File: src/rtl/err_signal_pkg.sv
package err_signal_pkg;
  localparam int STW = 32;
  localparam int DEVW = 4;

  localparam logic [STW-1:0] COR_SUPPORTED     = 32'h0000_F1C1;
  localparam logic [STW-1:0] UNC_SUPPORTED     = 32'h03FF_F030;
  localparam logic [STW-1:0] UNC_FATAL_DEFAULT = 32'h0046_2030;

  localparam int UR_BIT  = 20;
  localparam int ADV_BIT = 13;
  localparam int HLO_BIT = 15;

  localparam int DEV_COR = 0;
  localparam int DEV_NF  = 1;
  localparam int DEV_FAT = 2;
  localparam int DEV_UR  = 3;

  typedef enum logic [1:0] {
    SEV_COR      = 2'd0,
    SEV_NONFATAL = 2'd1,
    SEV_FATAL    = 2'd2
  } sev_e;

  typedef enum logic [2:0] {
    SEL_UNC_STAT = 3'd0,
    SEL_UNC_MASK = 3'd1,
    SEL_UNC_SEV  = 3'd2,
    SEL_COR_STAT = 3'd3,
    SEL_COR_MASK = 3'd4,
    SEL_DEV_STAT = 3'd5
  } reg_sel_e;

  typedef struct packed {
    logic            reject;
    logic [STW-1:0]  unc_set;
    logic [STW-1:0]  cor_set;
    logic [DEVW-1:0] dev_set;
    logic            hdr;
    logic            msg;
    sev_e            sev;
  } verdict_t;
endpackage

File: src/rtl/err_classify.sv
module err_classify
  import err_signal_pkg::*;
(
  input  logic [STW-1:0] ev_status,
  input  logic           ev_corr,
  input  logic           ev_adv,
  input  logic [STW-1:0] unc_mask,
  input  logic [STW-1:0] unc_sev,
  input  logic [STW-1:0] cor_mask,
  input  logic           cor_en,
  input  logic           nonfatal_en,
  input  logic           fatal_en,
  input  logic           ur_en,
  input  logic           serr_en,
  output verdict_t       verdict
);
  logic [STW-1:0] bitv;
  logic [STW-1:0] cbit;
  logic           onehot, is_ur, fatal, adv_path;

  always_comb begin
    bitv     = ev_status & (ev_corr ? COR_SUPPORTED : UNC_SUPPORTED);
    onehot   = (bitv != '0) && ((bitv & (bitv - 32'd1)) == '0);
    is_ur    = !ev_corr && bitv[UR_BIT];
    fatal    = !ev_corr && ((bitv & unc_sev) != '0);
    adv_path = !ev_corr && !fatal && ev_adv;
    cbit     = ev_corr ? bitv : (32'h1 << ADV_BIT);

    verdict        = '0;
    verdict.sev    = SEV_COR;
    verdict.reject = !onehot;
    if (onehot) begin
      if (ev_corr || adv_path) begin
        verdict.cor_set         = cbit;
        verdict.dev_set[DEV_COR] = 1'b1;
        verdict.dev_set[DEV_UR]  = is_ur;
        if (adv_path) verdict.unc_set = bitv;
        if ((cbit & cor_mask) == '0) begin
          verdict.hdr = adv_path && ((bitv & unc_mask) == '0);
          verdict.msg = cor_en && !(is_ur && !ur_en);
        end
      end else begin
        verdict.unc_set = bitv;
        if (fatal) verdict.dev_set[DEV_FAT] = 1'b1;
        else       verdict.dev_set[DEV_NF]  = 1'b1;
        verdict.dev_set[DEV_UR] = is_ur;
        if ((bitv & unc_mask) == '0) begin
          verdict.hdr = 1'b1;
          verdict.sev = fatal ? SEV_FATAL : SEV_NONFATAL;
          verdict.msg = !(is_ur && !ur_en && !serr_en) &&
                        (serr_en || (fatal ? fatal_en : nonfatal_en));
        end
      end
    end
  end
endmodule

File: src/rtl/err_regs.sv
module err_regs
  import err_signal_pkg::*;
(
  input  logic            clk,
  input  logic            rst_n,
  input  logic            wr,
  input  logic [2:0]      sel,
  input  logic [STW-1:0]  wdata,
  input  logic [STW-1:0]  unc_set,
  input  logic [STW-1:0]  cor_set,
  input  logic [DEVW-1:0] dev_set,
  output logic [STW-1:0]  unc_status,
  output logic [STW-1:0]  cor_status,
  output logic [DEVW-1:0] dev_status,
  output logic [STW-1:0]  unc_mask,
  output logic [STW-1:0]  unc_sev,
  output logic [STW-1:0]  cor_mask
);
  logic [STW-1:0]  unc_clr, cor_clr;
  logic [DEVW-1:0] dev_clr;

  always_comb begin
    unc_clr = (wr && sel == SEL_UNC_STAT) ? wdata : '0;
    cor_clr = (wr && sel == SEL_COR_STAT) ? wdata : '0;
    dev_clr = (wr && sel == SEL_DEV_STAT) ? wdata[DEVW-1:0] : '0;
  end

  always_ff @(posedge clk) begin
    if (!rst_n) begin
      unc_status <= '0;
      cor_status <= '0;
      dev_status <= '0;
      unc_mask   <= '0;
      cor_mask   <= '0;
      unc_sev    <= UNC_FATAL_DEFAULT;
    end else begin
      unc_status <= (unc_status & ~unc_clr) | unc_set;
      cor_status <= (cor_status & ~cor_clr) | cor_set;
      dev_status <= (dev_status & ~dev_clr) | dev_set;
      if (wr && sel == SEL_UNC_MASK) unc_mask <= wdata;
      if (wr && sel == SEL_UNC_SEV)  unc_sev  <= wdata;
      if (wr && sel == SEL_COR_MASK) cor_mask <= wdata;
    end
  end

  assert_unc_sticky_R10: assert property (@(posedge clk) disable iff (!rst_n)
    !(wr && sel == SEL_UNC_STAT) |=> ((unc_status & $past(unc_status)) == $past(unc_status)));
  assert_cor_sticky_R10: assert property (@(posedge clk) disable iff (!rst_n)
    !(wr && sel == SEL_COR_STAT) |=> ((cor_status & $past(cor_status)) == $past(cor_status)));
endmodule

File: src/rtl/err_signal_unit.sv
module err_signal_unit
  import err_signal_pkg::*;
#(
  parameter int SRC_W = 16
) (
  input  logic             clk,
  input  logic             rst_n,
  input  logic             evt_valid,
  output logic             evt_ready,
  input  logic [31:0]      evt_status,
  input  logic             evt_corr,
  input  logic             evt_advisory,
  input  logic [SRC_W-1:0] evt_src,
  input  logic             reg_wr,
  input  logic [2:0]       reg_sel,
  input  logic [31:0]      reg_wdata,
  input  logic             ctl_cor_en,
  input  logic             ctl_nonfatal_en,
  input  logic             ctl_fatal_en,
  input  logic             ctl_ur_en,
  input  logic             cmd_serr_en,
  output logic             msg_valid,
  output logic [1:0]       msg_sev,
  output logic [SRC_W-1:0] msg_src,
  output logic             hdr_req,
  input  logic             hdr_overflow,
  output logic             busy,
  output logic [31:0]      unc_status,
  output logic [31:0]      cor_status,
  output logic [3:0]       dev_status
);
  logic             ovf_pend;
  logic [SRC_W-1:0] ovf_src, last_src;
  logic             accept, apply, take;
  logic [STW-1:0]   cls_status, unc_mask, unc_sev, cor_mask;
  logic             cls_corr, cls_adv;
  verdict_t         v;

  assign busy      = ovf_pend;
  assign evt_ready = !ovf_pend;
  assign accept    = evt_valid && evt_ready;
  assign apply     = accept || ovf_pend;
  assign take      = apply && !v.reject;

  always_comb begin
    if (ovf_pend) begin
      cls_status = 32'h1 << HLO_BIT;
      cls_corr   = 1'b1;
      cls_adv    = 1'b0;
    end else begin
      cls_status = evt_status;
      cls_corr   = evt_corr;
      cls_adv    = evt_advisory;
    end
  end

  err_classify u_cls (
    .ev_status  (cls_status),
    .ev_corr    (cls_corr),
    .ev_adv     (cls_adv),
    .unc_mask   (unc_mask),
    .unc_sev    (unc_sev),
    .cor_mask   (cor_mask),
    .cor_en     (ctl_cor_en),
    .nonfatal_en(ctl_nonfatal_en),
    .fatal_en   (ctl_fatal_en),
    .ur_en      (ctl_ur_en),
    .serr_en    (cmd_serr_en),
    .verdict    (v)
  );

  err_regs u_regs (
    .clk       (clk),
    .rst_n     (rst_n),
    .wr        (reg_wr),
    .sel       (reg_sel),
    .wdata     (reg_wdata),
    .unc_set   (take ? v.unc_set : '0),
    .cor_set   (take ? v.cor_set : '0),
    .dev_set   (take ? v.dev_set : '0),
    .unc_status(unc_status),
    .cor_status(cor_status),
    .dev_status(dev_status),
    .unc_mask  (unc_mask),
    .unc_sev   (unc_sev),
    .cor_mask  (cor_mask)
  );

  always_ff @(posedge clk) begin
    if (!rst_n) begin
      msg_valid <= 1'b0;
      msg_sev   <= SEV_COR;
      msg_src   <= '0;
      hdr_req   <= 1'b0;
      ovf_pend  <= 1'b0;
      ovf_src   <= '0;
      last_src  <= '0;
    end else begin
      msg_valid <= take && v.msg;
      hdr_req   <= take && v.hdr;
      if (take && v.msg) begin
        msg_sev <= v.sev;
        msg_src <= ovf_pend ? ovf_src : evt_src;
      end
      if (accept) last_src <= evt_src;
      if (hdr_req && hdr_overflow) begin
        ovf_pend <= 1'b1;
        ovf_src  <= last_src;
      end else if (ovf_pend) begin
        ovf_pend <= 1'b0;
      end
    end
  end

  assert_busy_cause_R8: assert property (@(posedge clk) disable iff (!rst_n)
    $rose(busy) |-> $past(hdr_req && hdr_overflow));
  assert_overflow_is_correctable_R8: assert property (@(posedge clk) disable iff (!rst_n)
    ($past(busy) && msg_valid) |-> msg_sev == SEV_COR);
  assert_no_hdr_from_overflow_R8: assert property (@(posedge clk) disable iff (!rst_n)
    hdr_req |-> !$past(busy));
  assert_reject_silent_R1: assert property (@(posedge clk) disable iff (!rst_n)
    $past(accept && v.reject) |-> (!msg_valid && !hdr_req));
  assert_sev_code_R9: assert property (@(posedge clk) disable iff (!rst_n)
    msg_valid |-> msg_sev != 2'd3);
  assert_corr_class_sev_R3: assert property (@(posedge clk) disable iff (!rst_n)
    ($past(accept && evt_corr) && msg_valid) |-> msg_sev == SEV_COR);
endmodule

File: config.mk
export PLATFORM = sky130hd
export DESIGN_NAME = err_signal_unit
export DESIGN_NICKNAME = d
export VERILOG_FILES = /design/src/rtl/err_signal_pkg.sv /design/src/rtl/err_classify.sv /design/src/rtl/err_regs.sv /design/src/rtl/err_signal_unit.sv
export SDC_FILE = /design/constraint.sdc
export NUM_CORES = 1
export LEC_CHECK = 0
export BUFFER_PORTS_ARGS = -buffer_cell sky130_fd_sc_hd__buf_2
export CELL_PAD_IN_SITES_DETAIL_PLACEMENT = 2
export CELL_PAD_IN_SITES_GLOBAL_PLACEMENT = 2
export CORE_UTILIZATION = 34
export CTS_CLUSTER_DIAMETER = 60
export CTS_CLUSTER_SIZE = 24
export DETAILED_ROUTE_END_ITERATION = 12
export HOLD_SLACK_MARGIN = 0.06
export PLACE_DENSITY = 0.92
export REMOVE_ABC_BUFFERS = 1
export SETUP_SLACK_MARGIN = 0.5
export SLEW_MARGIN = 20
export SYNTH_ARGS = -nofsm -noshare
export SYNTH_HDL_FRONTEND = slang
export SYNTH_HIERARCHICAL = 1
export SYNTH_SLANG_ARGS = --single-unit
File: constraint.sdc
create_clock -name clk -period 4.4 [get_ports clk]
set_input_delay 0 -clock clk [delete_from_list [all_inputs] [get_ports clk]]
set_output_delay 0 -clock clk [all_outputs]
set_load 0.01 [all_outputs]
==> results.cfg, run 1 <==
[placement]
place_inst = 1454
globalplace.congestion = 0.8016
port_buffers = 172
dp_hpwl_um = 19890
post-place-ws_ps = 460.1

[clocking]
cts_sinks = 169
clock_latency_ps = 440
htree_levels = 4
clk_path_buf_depth = 2
path_clk_slew_ps = 80
cts_made_buffers = 17
cts_tree = built
cts-root-buf = clkbuf_16

[yosys]
synth_area_per_cell_um2 = 8.334
yosysWarningCount = 6
synthCells = 1018
syn_area_um2 = 8484

[floorplanning]
fp.dieW_um = 160.0
pin_count = 185
die_area_um2 = 25590
core_area_um2 = 24390
die_y_um = 160.0
initial_core_util = 0.3479
fp-row-count = 57

[hold_path]
min_path_type = input pin to flop
hold_depth = 3
hold_start = reg_sel[0]
hold_end = u_regs/unc_status[25]$_SDFF_PN0_

[critical_path]
crit_path_max_fanout = 44
cp_top_family = simple AND/OR/NAND/NOR gates
cp_num_buf_inv = 5
ff2ff_setup_slack_ps = 410
worstReg2RegEnd = u_regs/unc_status[13]$_SDFF_PN0_
worstPathRequired_ps = 4730
worstSetupEndpointType = flop
crit_chain = buf_6, nor2b_1, buf_4, a211oi_1, nor4_1, nor4_1, nand4_1, nor4_2, buf_4, inv_2, o21ba_4, buf_16, and2_1, o21ai_0, a31oi_1
crit-reg2reg-launch = busy$_SDFF_PN0_
startpoint = busy$_SDFF_PN0_
arrival_ps = 4330
startpoint_type = flop
path_class = flop to flop
slowest_delay_ps = 500
slowest_stage = nor4_1
reg2reg_depth = 15

[detailed_routing]
num_vias = 8375
detail-route-antenna-nets = 0
drt_iter0_drc = 407
wl_um = 35560
firstDrtPassIters = 5
wl_per_cell_um = 22.97
viasPerCell = 5.410
drc = 0

[timing]
max_freq_mhz = 250.5
min_period_over_period = 0.9074
finalCriticalPeriod_ps = 3993
tightest_slew_ps = 1121
hold_violations = 0
grt_setup_unrepaired = no
finalSetupViolations = 0
setup_slack_ps = 407.3
drv_slew = 0
maxSlewHeadroom = 0.2482
skew_ps = 12.65

[global_route]
gr-total-overflow = 0
first_global_vias = 9311
antenna_found_initial = 3
grt_max_degree = 88
grt_pass1_wl_um = 51110
grtUsageTotal = 0.2559

[status]
status = completed

[layout]
syn2layout_area_growth_pct = 24.95
layout-drive-gt1-share = 0.2088
finalNetCount = 1303
final_core_util = 0.4346
fin_cells = 1548

[power]
peakVddDrop_mv = 0.2372
power_uw = 3401
total_leakage_power_uw = 0.004603
cellPowerDensity_nw_per_um2 = 320.8

[run]
maxCapViolations = 0
-- layout make-up --
| type | instances | area (um^2) |
|---|---|---|
| fillers | 2714 | 13790 |
| multi-input cells | 686 | 4238 |
| flip-flops and latches | 169 | 3385 |
| repair buffers | 255 | 1680 |
| clock buffers | 17 | 425.4 |
| well taps | 324 | 405.4 |
| inverters | 79 | 300.3 |
| clock inverters | 15 | 160.2 |
| diodes | 3 | 7.507 |
-- power breakdown --
part / leakage (uW) / total (uW) / switching (uW) / internal, uW
logic: 0.00295 / 318 / 196 / 122
clock network: 0.000282 / 1530 / 763 / 762
registers: 0.00137 / 1560 / 11.7 / 1550
-- metrics by stage --
stage	hold WS [ps]	TNS, ps	cell area (um^2)
after floorplan	100.2	-2466	7855
after global placement	204.4	0	9328
after detailed placement	208.4	0	9328
after CTS	60.01	0	10500
after global routing	116.7	0	10600
final	105.7	0	10600
-- sequential cells by signal (all words and copies together), names as in the netlist --
name / count
u_regs/unc_status: 32
u_regs/cor_mask: 8
hdr_req: 1
u_regs/dev_status: 4
busy: 1
msg_valid: 1
u_regs/unc_mask: 20
u_regs/cor_status: 32
u_regs/unc_sev: 20
msg_sev: 2
msg_src: 16
last_src: 16
ovf_src: 16
-- worst reg2reg max path, stage by stage (launching register included) --
cell and delay (ps):
dfxtp_2 450, buf_6 220, nor2b_1 160, buf_4 190, a211oi_1 240, nor4_1 140, nor4_1 500, nand4_1 240
nor4_2 280, buf_4 270, inv_2 60, o21ba_4 300, buf_16 240, and2_1 200, o21ai_0 120, a31oi_1 290
-- how the worst max path moves through the flow --
stage	slack, ps	endpoint	cells past startpoint
after floorplan	-150	msg_src[0]$_SDFFE_PN0P_	10
after global placement	670	u_regs/cor_status[6]$_SDFF_PN0_	14
after detailed placement	460	u_regs/unc_status[16]$_SDFF_PN0_	14
after CTS	510	u_regs/dev_status[1]$_SDFF_PN0_	14
after global routing	250	u_regs/unc_status[12]$_SDFF_PN0_	15
final	410	u_regs/unc_status[13]$_SDFF_PN0_	15
-- per-layer routing --
metal,wire (um),share of wire,global-route usage
met1,13960,0.39,0.2754
met2,18830,0.53,0.4820
met3,1384,0.039,0.04234
met4,1386,0.039,0.1229
met5,0,0,0
-- layout by cell type, fill, tap and decap left out, types with 19 or more instances in the layout --
master and n:
buf_2 171, dfxtp_1 168, nand2_1 131, and2_1 87, inv_1 76, o21ai_0 73, a31oi_1 70, mux2i_1 66
dlygate4sd3_1 56, a21oi_1 42, conb_1 40, nor2b_1 33, nand3_1 28, buf_4 24, a22oi_1 19
-- what timing repair did --
item | CTS | global route
cloned | 0 | 1
buffers inserted | 0 | 2
pin swaps | 0 | 2
hold buffers | 56 | 0
endpoints found under the hold margin | 149 | 0
endpoints found under the setup margin | 41 | 28
gates resized for setup | 5 | 10
No activity file was read; power rests on OpenSTA's default activity.
==> run 2: changes to the inputs <==
- ABC_AREA: not set -> 1
- CORE_UTILIZATION: 34 -> 31
- PLACE_DENSITY: 0.92 -> 0.93
==> run 2 against run 1 <==
Compared with the run above: design area rose by 2.2%; critical path depth up 3; clock skew up 5.0 ps; hold slack got worse by 27 ps; global-route usage shrank 0.48 points; sequential power about the same; combinational power up 19%; via count increased by 13%; cell count increased by 28%; worst setup slack gained 370 ps; synthesized area increased by 5.7%; largest power group is now the clock network.
==> results.cfg, run 2 <==
[status]
status = completed

[floorplanning]
die_y_um = 172.1
fp-row-count = 61
pin_count = 185
die_area_um2 = 29610
core_area_um2 = 28090
fp.dieW_um = 172.1
initial_core_util = 0.3192

[global_route]
first_global_vias = 10600
grtUsageTotal = 0.2511
grt_pass1_wl_um = 56770
gr-total-overflow = 0
grt_max_degree = 69
antenna_found_initial = 1

[clocking]
htree_levels = 4
clock_latency_ps = 450
path_clk_slew_ps = 80
cts_made_buffers = 17
cts_tree = built
cts_sinks = 169
post_cts_buffers = 0
cts-root-buf = clkbuf_16
clk_path_buf_depth = 2

[hold_path]
hold_start = evt_status[21]
min_path_type = input pin to flop

[critical_path]
crit_path_max_fanout = 29
crit-reg2reg-launch = busy$_SDFF_PN0_
startpoint_type = flop
startpoint = busy$_SDFF_PN0_
worstSetupEndpointType = flop
arrival_ps = 3970
path_class = flop to flop
worstPathRequired_ps = 4750

[timing]
maxSlewHeadroom = 0.2168
drv_slew = 0
hold_violations = 0
tightest_slew_ps = 1172
min_period_over_period = 0.8234
hold_slack_ps = 78.37
finalCriticalPeriod_ps = 3623
finalSetupViolations = 0
skew_ps = 17.65
grt_setup_unrepaired = no
finalSetupTns_ps = 0
max_freq_mhz = 276.0

[layout]
final_cell_mix = nor2_1, nand2_1, inv_1
final_area_um2 = 10840
fillers = 3504
finalNetCount = 1677
final_core_util = 0.3859
layout-drive-gt1-share = 0.1636
syn2layout_area_growth_pct = 20.89
top_regs = u_regs/cor_status x32, u_regs/unc_status x32
layout_commonest_cell = nor2_1

[detailed_routing]
wl_per_cell_um = 18.64
num_vias = 9466
detail-route-antenna-nets = 0
firstDrtPassIters = 5
drt_iter0_drc = 535
drc = 0
viasPerCell = 4.795
wl_um = 36800

[placement]
dp_hpwl_um = 23290
port_buffers = 172
globalplace.congestion = 0.8604
placed_area_um2 = 9721

[run]
maxCapViolations = 0

[power]
peakVddDrop_mv = 0.2118
total_leakage_power_uw = 0.004880
cellPowerDensity_nw_per_um2 = 326.4

[yosys]
yosysWarningCount = 6
synth_area_per_cell_um2 = 6.359
synthCells = 1410
syn_area_um2 = 8966
run 2: path summary, 6_finish.rpt:
path | end | slack [ps] | cells past startpoint
max | u_regs/cor_status[7]$_SDFF_PN0_ | 780 | 18
min | u_regs/unc_status[21]$_SDFF_PN0_ | 80 | 9
max reg2reg | u_regs/cor_status[7]$_SDFF_PN0_ | 780 | 18
min reg2reg | u_regs/cor_status[24]$_SDFF_PN0_ | 460 | 2
run 2: layer usage:
metal,routed length [um],GRT usage,up-vias
li1,-,-,4522
met1,15440,0.2854,4687
met2,18960,0.4669,208
met3,1629,0.04646,49
met4,774,0.08388,0
met5,0,0,-
run 2: repair_timing:
action | in CTS | in global routing
resized for setup | 0 | 3
endpoints found under the setup margin | 0 | 22
endpoints found under the hold margin | 148 | 0
hold buffers | 50 | 0
run 2: layout make-up:
class	instances	area [um^2]	share of cell area
Multi-Input combinational cell	924	4020	0.3709
Inverter	236	902.1	0.08323
Clock inverter	15	177.7	0.01639
Sequential cell	169	3383	0.3121
Antenna cell	1	2.502	0.0002309
Tap cell	378	473.0	0.04363
Clock buffer	17	425.4	0.03925
Timing Repair Buffer	234	1455	0.1343
run 2: through the flow:
stage / cells / total power (uW) / worst slack [ps]
after floorplan: 1329 / 1776 / 364.1
after global placement: 1891 / 1914 / 695.0
after detailed placement: 1891 / 1931 / 573.7
after CTS: 1973 / 3547 / 518.2
after global routing: 1973 / 3663 / 507.2
final: 1974 / 3537 / 776.9
run 2: power breakdown:
part           internal (uW)  switching, uW  leakage, uW
clock                    817            774     0.000290
sequential              1550           15.3      0.00137
combinational            126            251      0.00322
run 2: worst max-delay path, cell delays in order (launching register included):
cell and delay, ps:
dfxtp_1 310, or2_2 380, buf_4 240, nand2_2 170
nand2_2 110, nor2_1 180, nand2_1 130, inv_1 70
nand2_1 60, o21bai_1 190, nand3_1 150, nor2_4 200
inv_2 210, inv_1 210, nand2_4 210, buf_6 270
nor2_1 130, inv_1 70, a21oi_1 210
